### src/rtl/ralu_pkg.sv
package ralu_pkg;

    typedef enum logic [1:0] {
        SEL_AND  = 2'b00,
        SEL_OR   = 2'b01,
        SEL_SUM  = 2'b10,
        SEL_LESS = 2'b11
    } sel_e;

    localparam logic [3:0] CTL_AND = 4'b0000;
    localparam logic [3:0] CTL_OR  = 4'b0001;
    localparam logic [3:0] CTL_ADD = 4'b0010;
    localparam logic [3:0] CTL_SUB = 4'b0110;
    localparam logic [3:0] CTL_SLT = 4'b0111;
    localparam logic [3:0] CTL_NOR = 4'b1100;

    typedef struct packed {
        logic ainv;
        logic bneg;
        sel_e sel;
    } ctl_t;

    typedef struct packed {
        logic sum;
        logic cout;
    } fa_t;

    // parity for the sum, majority for the carry
    function automatic fa_t full_add(input logic x, input logic y, input logic cin);
        fa_t r;
        r.sum  = x ^ y ^ cin;
        r.cout = (x & y) | (x & cin) | (y & cin);
        return r;
    endfunction

    function automatic logic pick_out(input logic x, input logic y, input logic sum,
                                      input logic less, input sel_e sel);
        logic r;
        unique case (sel)
            SEL_AND:  r = x & y;
            SEL_OR:   r = x | y;
            SEL_SUM:  r = sum;
            default:  r = less;
        endcase
        return r;
    endfunction

endpackage

### src/rtl/ralu_slice.sv
module ralu_slice
    import ralu_pkg::*;
(
    input  logic a_i,
    input  logic b_i,
    input  logic ainv_i,
    input  logic bneg_i,
    input  logic cin_i,
    input  logic less_i,
    input  sel_e sel_i,
    output logic res_o,
    output logic cout_o
);

    typedef struct packed {
        logic x;
        logic y;
        fa_t  fa;
        logic res;
    } slice_t;

    slice_t slice_d;

    always_comb begin
        slice_d     = '0;
        slice_d.x   = a_i ^ ainv_i;
        slice_d.y   = b_i ^ bneg_i;
        slice_d.fa  = full_add(slice_d.x, slice_d.y, cin_i);
        slice_d.res = pick_out(slice_d.x, slice_d.y, slice_d.fa.sum, less_i, sel_i);
    end

    assign res_o  = slice_d.res;
    assign cout_o = slice_d.fa.cout;

endmodule

### src/rtl/ralu_msb_slice.sv
module ralu_msb_slice
    import ralu_pkg::*;
(
    input  logic a_i,
    input  logic b_i,
    input  logic ainv_i,
    input  logic bneg_i,
    input  logic cin_i,
    input  sel_e sel_i,
    output logic res_o,
    output logic cout_o,
    output logic ovf_o,
    output logic set_o
);

    typedef struct packed {
        logic x;
        logic y;
        fa_t  fa;
        logic ovf;
        logic set;
        logic res;
    } msb_t;

    msb_t msb_d;

    always_comb begin
        msb_d     = '0;
        msb_d.x   = a_i ^ ainv_i;
        msb_d.y   = b_i ^ bneg_i;
        msb_d.fa  = full_add(msb_d.x, msb_d.y, cin_i);
        // carry into and out of the sign position disagree only on overflow
        msb_d.ovf = cin_i ^ msb_d.fa.cout;
        // the sign of the difference is flipped when the difference overflowed
        msb_d.set = msb_d.fa.sum ^ msb_d.ovf;
        msb_d.res = pick_out(msb_d.x, msb_d.y, msb_d.fa.sum, 1'b0, sel_i);
    end

    assign res_o  = msb_d.res;
    assign cout_o = msb_d.fa.cout;
    assign ovf_o  = msb_d.ovf;
    assign set_o  = msb_d.set;

endmodule

### src/rtl/ralu_zero.sv
module ralu_zero #(
    parameter int WIDTH = 32
) (
    input  logic [WIDTH-1:0] res_i,
    output logic             zero_o
);

    assign zero_o = ~(|res_i);

endmodule

### src/rtl/ripple_alu.sv
module ripple_alu
    import ralu_pkg::*;
#(
    parameter int WIDTH = 32
) (
    input  logic [WIDTH-1:0] a_i,
    input  logic [WIDTH-1:0] b_i,
    input  logic [3:0]       ctrl_i,
    output logic [WIDTH-1:0] result_o,
    output logic             zero_o,
    output logic             ovf_o,
    output logic             cout_o
);

    localparam int MSB = WIDTH - 1;

    typedef struct packed {
        logic ovf;
        logic cout;
    } flags_t;

    ctl_t             ctl_d;
    flags_t           flags_d;
    logic [WIDTH:0]   carry_w;
    logic [WIDTH-1:0] res_w;
    logic             set_w;
    logic             msb_ovf_w;

    always_comb begin
        ctl_d.ainv = ctrl_i[3];
        ctl_d.bneg = ctrl_i[2];
        ctl_d.sel  = sel_e'(ctrl_i[1:0]);
    end

    // inverting B and injecting a carry of one form the two's-complement negate
    assign carry_w[0] = ctl_d.bneg;

    for (genvar i = 0; i < WIDTH; i++) begin : g_bit
        if (i == MSB) begin : g_top
            ralu_msb_slice u_slice (
                .a_i    (a_i[i]),
                .b_i    (b_i[i]),
                .ainv_i (ctl_d.ainv),
                .bneg_i (ctl_d.bneg),
                .cin_i  (carry_w[i]),
                .sel_i  (ctl_d.sel),
                .res_o  (res_w[i]),
                .cout_o (carry_w[i+1]),
                .ovf_o  (msb_ovf_w),
                .set_o  (set_w)
            );
        end else begin : g_low
            ralu_slice u_slice (
                .a_i    (a_i[i]),
                .b_i    (b_i[i]),
                .ainv_i (ctl_d.ainv),
                .bneg_i (ctl_d.bneg),
                .cin_i  (carry_w[i]),
                .less_i ((i == 0) ? set_w : 1'b0),
                .sel_i  (ctl_d.sel),
                .res_o  (res_w[i]),
                .cout_o (carry_w[i+1])
            );
        end
    end

    always_comb begin
        flags_d = '0;
        if (ctl_d.sel == SEL_SUM) begin
            flags_d.ovf  = msb_ovf_w;
            flags_d.cout = carry_w[WIDTH];
        end
    end

    ralu_zero #(.WIDTH(WIDTH)) u_zero (
        .res_i  (res_w),
        .zero_o (zero_o)
    );

    assign result_o = res_w;
    assign ovf_o    = flags_d.ovf;
    assign cout_o   = flags_d.cout;

endmodule

### config.mk
export PLATFORM = sky130hd
export DESIGN_NAME = ripple_alu
export DESIGN_NICKNAME = d
export VERILOG_FILES = /design/src/rtl/ralu_pkg.sv /design/src/rtl/ralu_slice.sv /design/src/rtl/ralu_msb_slice.sv /design/src/rtl/ralu_zero.sv /design/src/rtl/ripple_alu.sv
export SDC_FILE = /design/constraint.sdc
export NUM_CORES = 1
export LEC_CHECK = 0
export ABC_AREA = 1
export BUFFER_PORTS_ARGS = -buffer_cell sky130_fd_sc_hd__buf_2
export CAP_MARGIN = 0
export CORE_MARGIN = 8
export CORE_UTILIZATION = 56
export DETAILED_ROUTE_END_ITERATION = 8
export GPL_TIMING_DRIVEN = 0
export PLACE_DENSITY_LB_ADDON = 0.12
export SLEW_MARGIN = 5
export SYNTH_ARGS = -nofsm -noshare
export SYNTH_HDL_FRONTEND = slang
export SYNTH_SLANG_ARGS = --single-unit
### constraint.sdc
create_clock -name vclk -period 25.1
set_input_delay 3.765 -clock vclk [all_inputs]
set_output_delay 3.765 -clock vclk [all_outputs]
set_load 0.005 [all_outputs]
[After elaboration in Yosys (flattened, before gate mapping)]
Cells that the tools add are included.
Storage, ports and cells
  register bits: 0
  input bits: 68
  output and inout bits: 35
  word-level logic and storage cells: 360
Operators by class
  eq/ne operators: 2
  multiplexer cells: 33
  bitwise gates (word level): 323
  reductions and logical operators: 2
Operator list (number)
  1-bit XOR: 130
  1-bit bitwise AND: 96
  1-bit bitwise OR: 96
  1-bit one-hot mux with 3 select lines: 32
  32-bit OR reduction: 1
  2-bit by 1-bit == test with 1-bit output, second input constant: 1
  2-bit == test, second input constant: 1
  2-bit logical NOT: 1
  2-bit two-way mux: 1
  1-bit NOT: 1

[Longest topological paths before layout]
Gate-level depths: netlist (run 1).
  word-level depth: 102
  gate-level depth with buffers: 47
  gate-level depth less buffers: 46

[Modules after synthesis]
From an unflattened synthesis (run 1), not the netlist that was laid out.
Unflattened totals
  cells, all modules: 657
  area, all modules: 3933.8 µm²
By module, submodules not included
  ralu_slice: times used 31, cells each 19, area each 117.6 µm², sequential area each 0.0 µm²
  ralu_msb_slice: times used 1, cells each 30, area each 145.1 µm², sequential area each 0.0 µm²
  ralu_zero: times used 1, cells each 31, area each 116.4 µm², sequential area each 0.0 µm²
  ripple_alu: times used 1, cells each 7, area each 26.3 µm², sequential area each 0.0 µm²

[Least setup slack after synthesis (run 1)]
Ideal clock, no wire load.
  path kind: input to output
  start point: in ctrl_i[3]
  end point: out zero_o
  arrival time: 16.345 ns
  required time: 21.335 ns
  setup slack: 4.990 ns
  stages on the path: 45
  path buffers: 2
  cell sequence: clkbuf_1 > buf_2 > xor2_1 > fa_1 > fa_1 > inv_1 > fa_1 > fa_1 > fa_1 > fa_1 > fa_1 > fa_1 > fa_1 > fa_1 > fa_1 > fa_1 > fa_1 > fa_1 > (+9 left out) > fa_1 > fa_1 > fa_1 > fa_1 > fa_1 > fa_1 > fa_1 > inv_1 > nand2_1 > nand2_1 > nor2_1 > nor2_1 > nand2_1 > nor2_1 > nand2_1 > nor2_1 > nand2_1 > nor2_1
On the way
  longest elaborated chain between the ends: 102
  elaborated cells between the ends (all ways): 323
  those cells by class: mux (32); bitwise (290); reduce/logical (1)
RTL lines
  start, declared: RTL line ripple_alu.sv:8  | input logic [3:0] ctrl_i,
  1-bit XOR: RTL line ralu_slice.sv:26  | slice_d.x = a_i ^ ainv_i;
  1-bit bitwise AND, on equally long branches: RTL line ralu_pkg.sv:32, ralu_pkg.sv:40
  1-bit bitwise OR (2 in a row): RTL line ralu_pkg.sv:32  | r.cout = (x & y) | (x & cin) | (y & cin);
  1-bit bitwise AND: RTL line ralu_pkg.sv:32
  1-bit bitwise OR (2 in a row): RTL line ralu_pkg.sv:32
  1-bit bitwise AND: RTL line ralu_pkg.sv:32
  1-bit bitwise OR (2 in a row): RTL line ralu_pkg.sv:32
  1-bit bitwise AND: RTL line ralu_pkg.sv:32
  (+81 left out)
  1-bit bitwise OR (2 in a row): RTL line ralu_pkg.sv:32
  1-bit bitwise AND: RTL line ralu_pkg.sv:32
  1-bit bitwise OR (2 in a row): RTL line ralu_pkg.sv:32
  1-bit XOR: RTL line ralu_msb_slice.sv:33  | msb_d.ovf = cin_i ^ msb_d.fa.cout;
  1-bit XOR: RTL line ralu_msb_slice.sv:35  | msb_d.set = msb_d.fa.sum ^ msb_d.ovf;
  1-bit one-hot mux with 3 select lines: RTL line ralu_pkg.sv:39  | unique case (sel)
  32-bit OR reduction (*): RTL line ralu_zero.sv:8  | assign zero_o = ~(|res_i);
  1-bit NOT (*): RTL line ralu_zero.sv:8
  end, declared: RTL line ripple_alu.sv:10  | output logic zero_o,
Mark *: on every way between the ends. The rest lies on a longest branch, timed or not.

[Worst setup path in the final report (run 1)]
Same ends and word-level chain as after synthesis.

==> results of run 1 <==
## per-stage QoR
stage / setup slack [ns] / area (µm²) / instances / utilization, %
6_report: 3.76 / 4350 / 746 / 65.5
5_1_grt: 3.21 / 4350 / 746 / 65.5
4_1_cts: 3.79 / 4350 / 746 / 65.5
3_5_place_dp: 3.83 / 4350 / 746 / 65.5
3_3_place_gp: 3.97 / 4350 / 746 / 65.5
2_1_floorplan: 4.99 / 3740 / 565 / -
## cells by family (layout without fill, tap and decap cells)
| group | Yosys count | after routing | synth area share (%) |
|---|---|---|---|
| XOR/XNOR | 62 | 62 | 14.5 |
| adder cells (fa/ha/maj) | 94 | 94 | 37.4 |
| AO/OA/AOI/OAI | 7 | 7 | 0.936 |
| buffers and inverters | 192 | 293 | 23.4 |
| AND/OR/NAND/NOR | 210 | 210 | 23.7 |
## critical path: cells and delay by family
family,cells,cell delay [ns]
xor gates and xnor gates,1,0.33
buffers and inverters,5,0.85
adders and majority gates,30,11.75
and+or+nand+nor,10,0.89
## worst min path at each step
stage,end,slack [ns],depth (start not counted)
6_report,cout_o,8.11,6
2_1_floorplan,cout_o,7.78,2
4_1_cts,cout_o,8.12,6
3_5_place_dp,cout_o,8.11,6
5_1_grt,cout_o,8.19,6
3_3_place_gp,cout_o,8.10,6
## cell type report
cell class | count | share of cell area [%]
tap | 80 | 2.30
multi-input combinational | 373 | 65.9
timing repair buffer | 101 | 11.6
inverter | 142 | 12.3
buffer | 50 | 7.88
## cell usage in the layout, fill, tap and decap left out
cell type / n
buf_4: 34
inv_1: 141
o21ai_0: 5
xor2_1: 3
nand2_4: 1
xnor2_1: 59
nor2_2: 2
buf_2: 111
fa_1: 30
nand2_1: 101
nand3b_1: 18
nand3_1: 10
buf_6: 2
nor2_1: 75
clkbuf_1: 4
a21oi_1: 2
ha_1: 64
inv_2: 1
or2_2: 2
and3_1: 1
## per-layer routing
layer  vias up  routed length, µm  track usage (%)
met4         0                 49             2.04
li1       1762                  -                -
met5         -                  0                0
met3         6                459             1.99
met1      1465               3900             22.1
met2        85               4580             36.2
## power by group
| part | internal, mW | switching, mW |
|---|---|---|
| Clock | 0 | 0 |
| Sequential | 0 | 0 |
| Combinational | 0.0557 | 0.0631 |
| Total | 0.0557 | 0.0631 |
==> impl_metrics.yaml, run 1 <==
status:
  status: "finished, final reports clean"
timing:
  period_minus_slack_ns: 21.34
  hold_viol_final: 0
  drv_slew: 0
  tightestPinTransition_ns: 0.706
  fmax_mhz: 46.9
  finalSetupTns_ns: 0
  period_share_pct: 85.0
  relSlewSlack_pct: 52.7
  rsz0062_at_grt: "false"
  setup_viol: 0
  worst_hold_slack_ns: 8.11
finish:
  area_growth_pct: 16.2
  diodes: 0
  layout.nets: 830
  seq_cell_count: 0
  drive_above_1_share_pct: 23.0
  seqCellArea_um2: 0
  clock_buffers: 0
  multi_input_area_um2: 2870
  nFillCells: 635
synth:
  synth_top_area_cell: "ha_1"
  synth_area_leaders: "ha_1 (21%), fa_1 (16%), inv_1 (14%)"
  synth-seq-area-share_pct: 0
  netlist_top_cells_count: "inv_1 (141), nand2_1 (101), nor2_1 (75)"
  syn-num-nets: 727
  syn_area_um2: 3740
  ys_types: 20
  yosysMostFrequentCell: "inv_1"
  syn_inst: 565
  synth_top_area_share_pct: 21.4
  syn_avg_cell_area_um2: 6.63
  yosys_warnings: 0
flow_run:
  maxCapViolations: 0
worst_setup_path:
  cp_common_cell: "fa_1"
  crit_arrival_ns: 17.58
  end_kind: "output port"
  required_ns: 21.33
  crit_start: "ctrl_i[3]"
  cp-start-kind: "input pin"
  crit_type: "input pin to output port"
  worstPathMaxFanout: 10
  endpoint: "zero_o"
  cp_slowest_cell: "fa_1"
  slowest_delay_ns: 0.43
cts:
  postCtsSetupRepairBufs: 0
  ctsResizeCount: 0
  holdBufCountCts: 0
pwr:
  p_leak_nw: 2.75
  ir_drop_mv: 0.0133
  powerDensity_nw_per_um2: 27.3
  power.total_mw: 0.119
global_routing:
  globalRouteTotalUtil_pct: 18.8
  grt_pass1_vias: 3421
  grt_antenna_before_repair: 0
  grt_pass1_wl_mm: 15.3
  grt_max_degree: 11
  gr-total-overflow: 0
placement:
  globalplace.congestion: 0.877
  port_buffers: 101
  dp_hpwl_mm: 7.62
drt:
  via_per_inst: 4.45
  vias: 3318
  drtAntennaViolNets: 0
  drc_errors: 0
  detailedRoute.firstIterationViolations: 113
  wire_per_inst_um: 12.0
  wirelength_mm: 8.98
  firstDrtPassIters: 4
floorplan:
  die_h_um: 97.8
  initial_core_util_pct: 56.3
  die_w_um: 97.8
  fp.coreArea_um2: 6640
  io_pins: 103
  rows: 30
  die_area_um2: 9560
hold_path:
  hold_class: "input pin to output port"
  hold_start: "a_i[31]"
Note: power is estimated with default switching activity, not from simulation.
==> inputs of run 2 (changes only) <==
--- a/config.mk
+++ b/config.mk
@@ -12,7 +12,7 @@
 export CORE_UTILIZATION = 56
 export DETAILED_ROUTE_END_ITERATION = 8
 export GPL_TIMING_DRIVEN = 0
-export PLACE_DENSITY_LB_ADDON = 0.12
+export PLACE_DENSITY = 0.86
 export SLEW_MARGIN = 5
 export SYNTH_ARGS = -nofsm -noshare
 export SYNTH_HDL_FRONTEND = slang
==> impl_metrics.yaml, run 2 (same netlist as run 1, synthesis figures left out) <==
timing:
  drv_slew: 0
  worst_hold_slack_ns: 8.12
  rsz0062_at_grt: "false"
  setup_viol: 0
  relSlewSlack_pct: 52.9
  period_share_pct: 84.8
  period_minus_slack_ns: 21.29
  finalSetupTns_ns: 0
  fmax_mhz: 47.0
  hold_viol_final: 0
  tightestPinTransition_ns: 0.704
floorplan:
  die_area_um2: 9560
  initial_core_util_pct: 56.3
  die_w_um: 97.8
  rows: 30
  fp.coreArea_um2: 6640
  io_pins: 103
  die_h_um: 97.8
hold_path:
  hold_depth: 6
  hold_start: "a_i[31]"
  hold_class: "input pin to output port"
  min_to: "cout_o"
worst_setup_path:
  cp_slowest_cell: "fa_1"
  cp-start-kind: "input pin"
  cp_common_cell: "fa_1"
  crit_type: "input pin to output port"
  end_kind: "output port"
  worstPathMaxFanout: 10
  slowest_delay_ns: 0.43
  required_ns: 21.33
  crit_arrival_ns: 17.52
finish:
  diodes: 0
  multi_input_area_um2: 2870
  area_growth_pct: 16.2
  layout_commonest_cell: "inv_1"
  seqCellArea_um2: 0
  layout_common_cells: "inv_1 (141), buf_2 (111), nand2_1 (101), nor2_1 (75), ha_1 (64)"
  seq_cell_count: 0
  nFillCells: 590
  fin_area_um2: 4350
  drive_above_1_share_pct: 23.0
  clock_buffers: 0
  layout.nets: 830
placement:
  globalplace.congestion: 0.878
  dp_hpwl_mm: 8.06
  port_buffers: 101
  place_area_um2: 4350
global_routing:
  grt_max_degree: 11
  gr-total-overflow: 0
  grt_pass1_vias: 3678
  grt_pass1_wl_mm: 16.1
  globalRouteTotalUtil_pct: 19.6
  grt_antenna_before_repair: 0
drt:
  drc_errors: 0
  vias: 3477
  via_per_inst: 4.66
  firstDrtPassIters: 4
  wirelength_mm: 9.60
  detailedRoute.firstIterationViolations: 89
  wire_per_inst_um: 12.9
  drtAntennaViolNets: 0
pwr:
  ir_drop_mv: 0.0124
  p_leak_nw: 2.75
  powerDensity_nw_per_um2: 27.7
cts:
  postCtsSetupRepairBufs: 0
  holdBufCountCts: 0
  ctsResizeCount: 0
flow_run:
  maxCapViolations: 0
status:
  status: "finished, final reports clean"
run 2: cell counts in the layout (fill, tap and decap cells not counted):
Identical to the previous run, type by type.
run 2: critical path, delay by kind of cell:
kind	cells	cell delay (ns)
XOR/XNOR	1	0.35
buffers and inverters	5	0.83
adder cells (fa/ha/maj)	30	11.76
AND/OR/NAND/NOR	10	0.82
run 2: worst max path at each step:
stage                     slack, ns       from  endpoint
after floorplan                4.99  ctrl_i[3]    zero_o
after global placement         4.09  ctrl_i[3]    zero_o
after detailed placement       3.93  ctrl_i[3]    zero_o
after CTS                      3.86  ctrl_i[3]    zero_o
after global routing           3.33  ctrl_i[3]    zero_o
final                          3.81  ctrl_i[3]    zero_o
run 2: cell type report:
| cell class | instances | share of cell area, % |
|---|---|---|
| multi-input cells | 373 | 65.9 |
| repair buffers | 101 | 11.6 |
| well taps | 80 | 2.30 |
| plain buffers | 50 | 7.88 |
| inverters | 142 | 12.3 |
run 2: power by group:
| part | total [mW] | switching, mW | internal (mW) |
|---|---|---|---|
| Combinational | 0.120 | 0.0646 | 0.0557 |
| Clock | 0 | 0 | 0 |
| Sequential | 0 | 0 | 0 |
| Total | 0.120 | 0.0646 | 0.0557 |
run 2: metal layers:
layer / up-vias / part of all wire, % / GRT usage, %
li1: 1750 / - / -
met1: 1601 / 38 / 21.0
met2: 118 / 53 / 39.1
met3: 8 / 7.1 / 2.20
met4: 0 / 1.4 / 4.80
met5: - / 0 / 0
run 2: per-stage QoR:
stage               total power, mW  setup WS [ns]  std cells  utilization, %
floorplan                    0.0855           4.99        565               -
global placement              0.113           4.09        746            65.5
detailed placement            0.120           3.93        746            65.5
CTS                           0.121           3.86        746            65.5
global route                  0.137           3.33        746            65.5
finish                        0.120           3.81        746            65.5
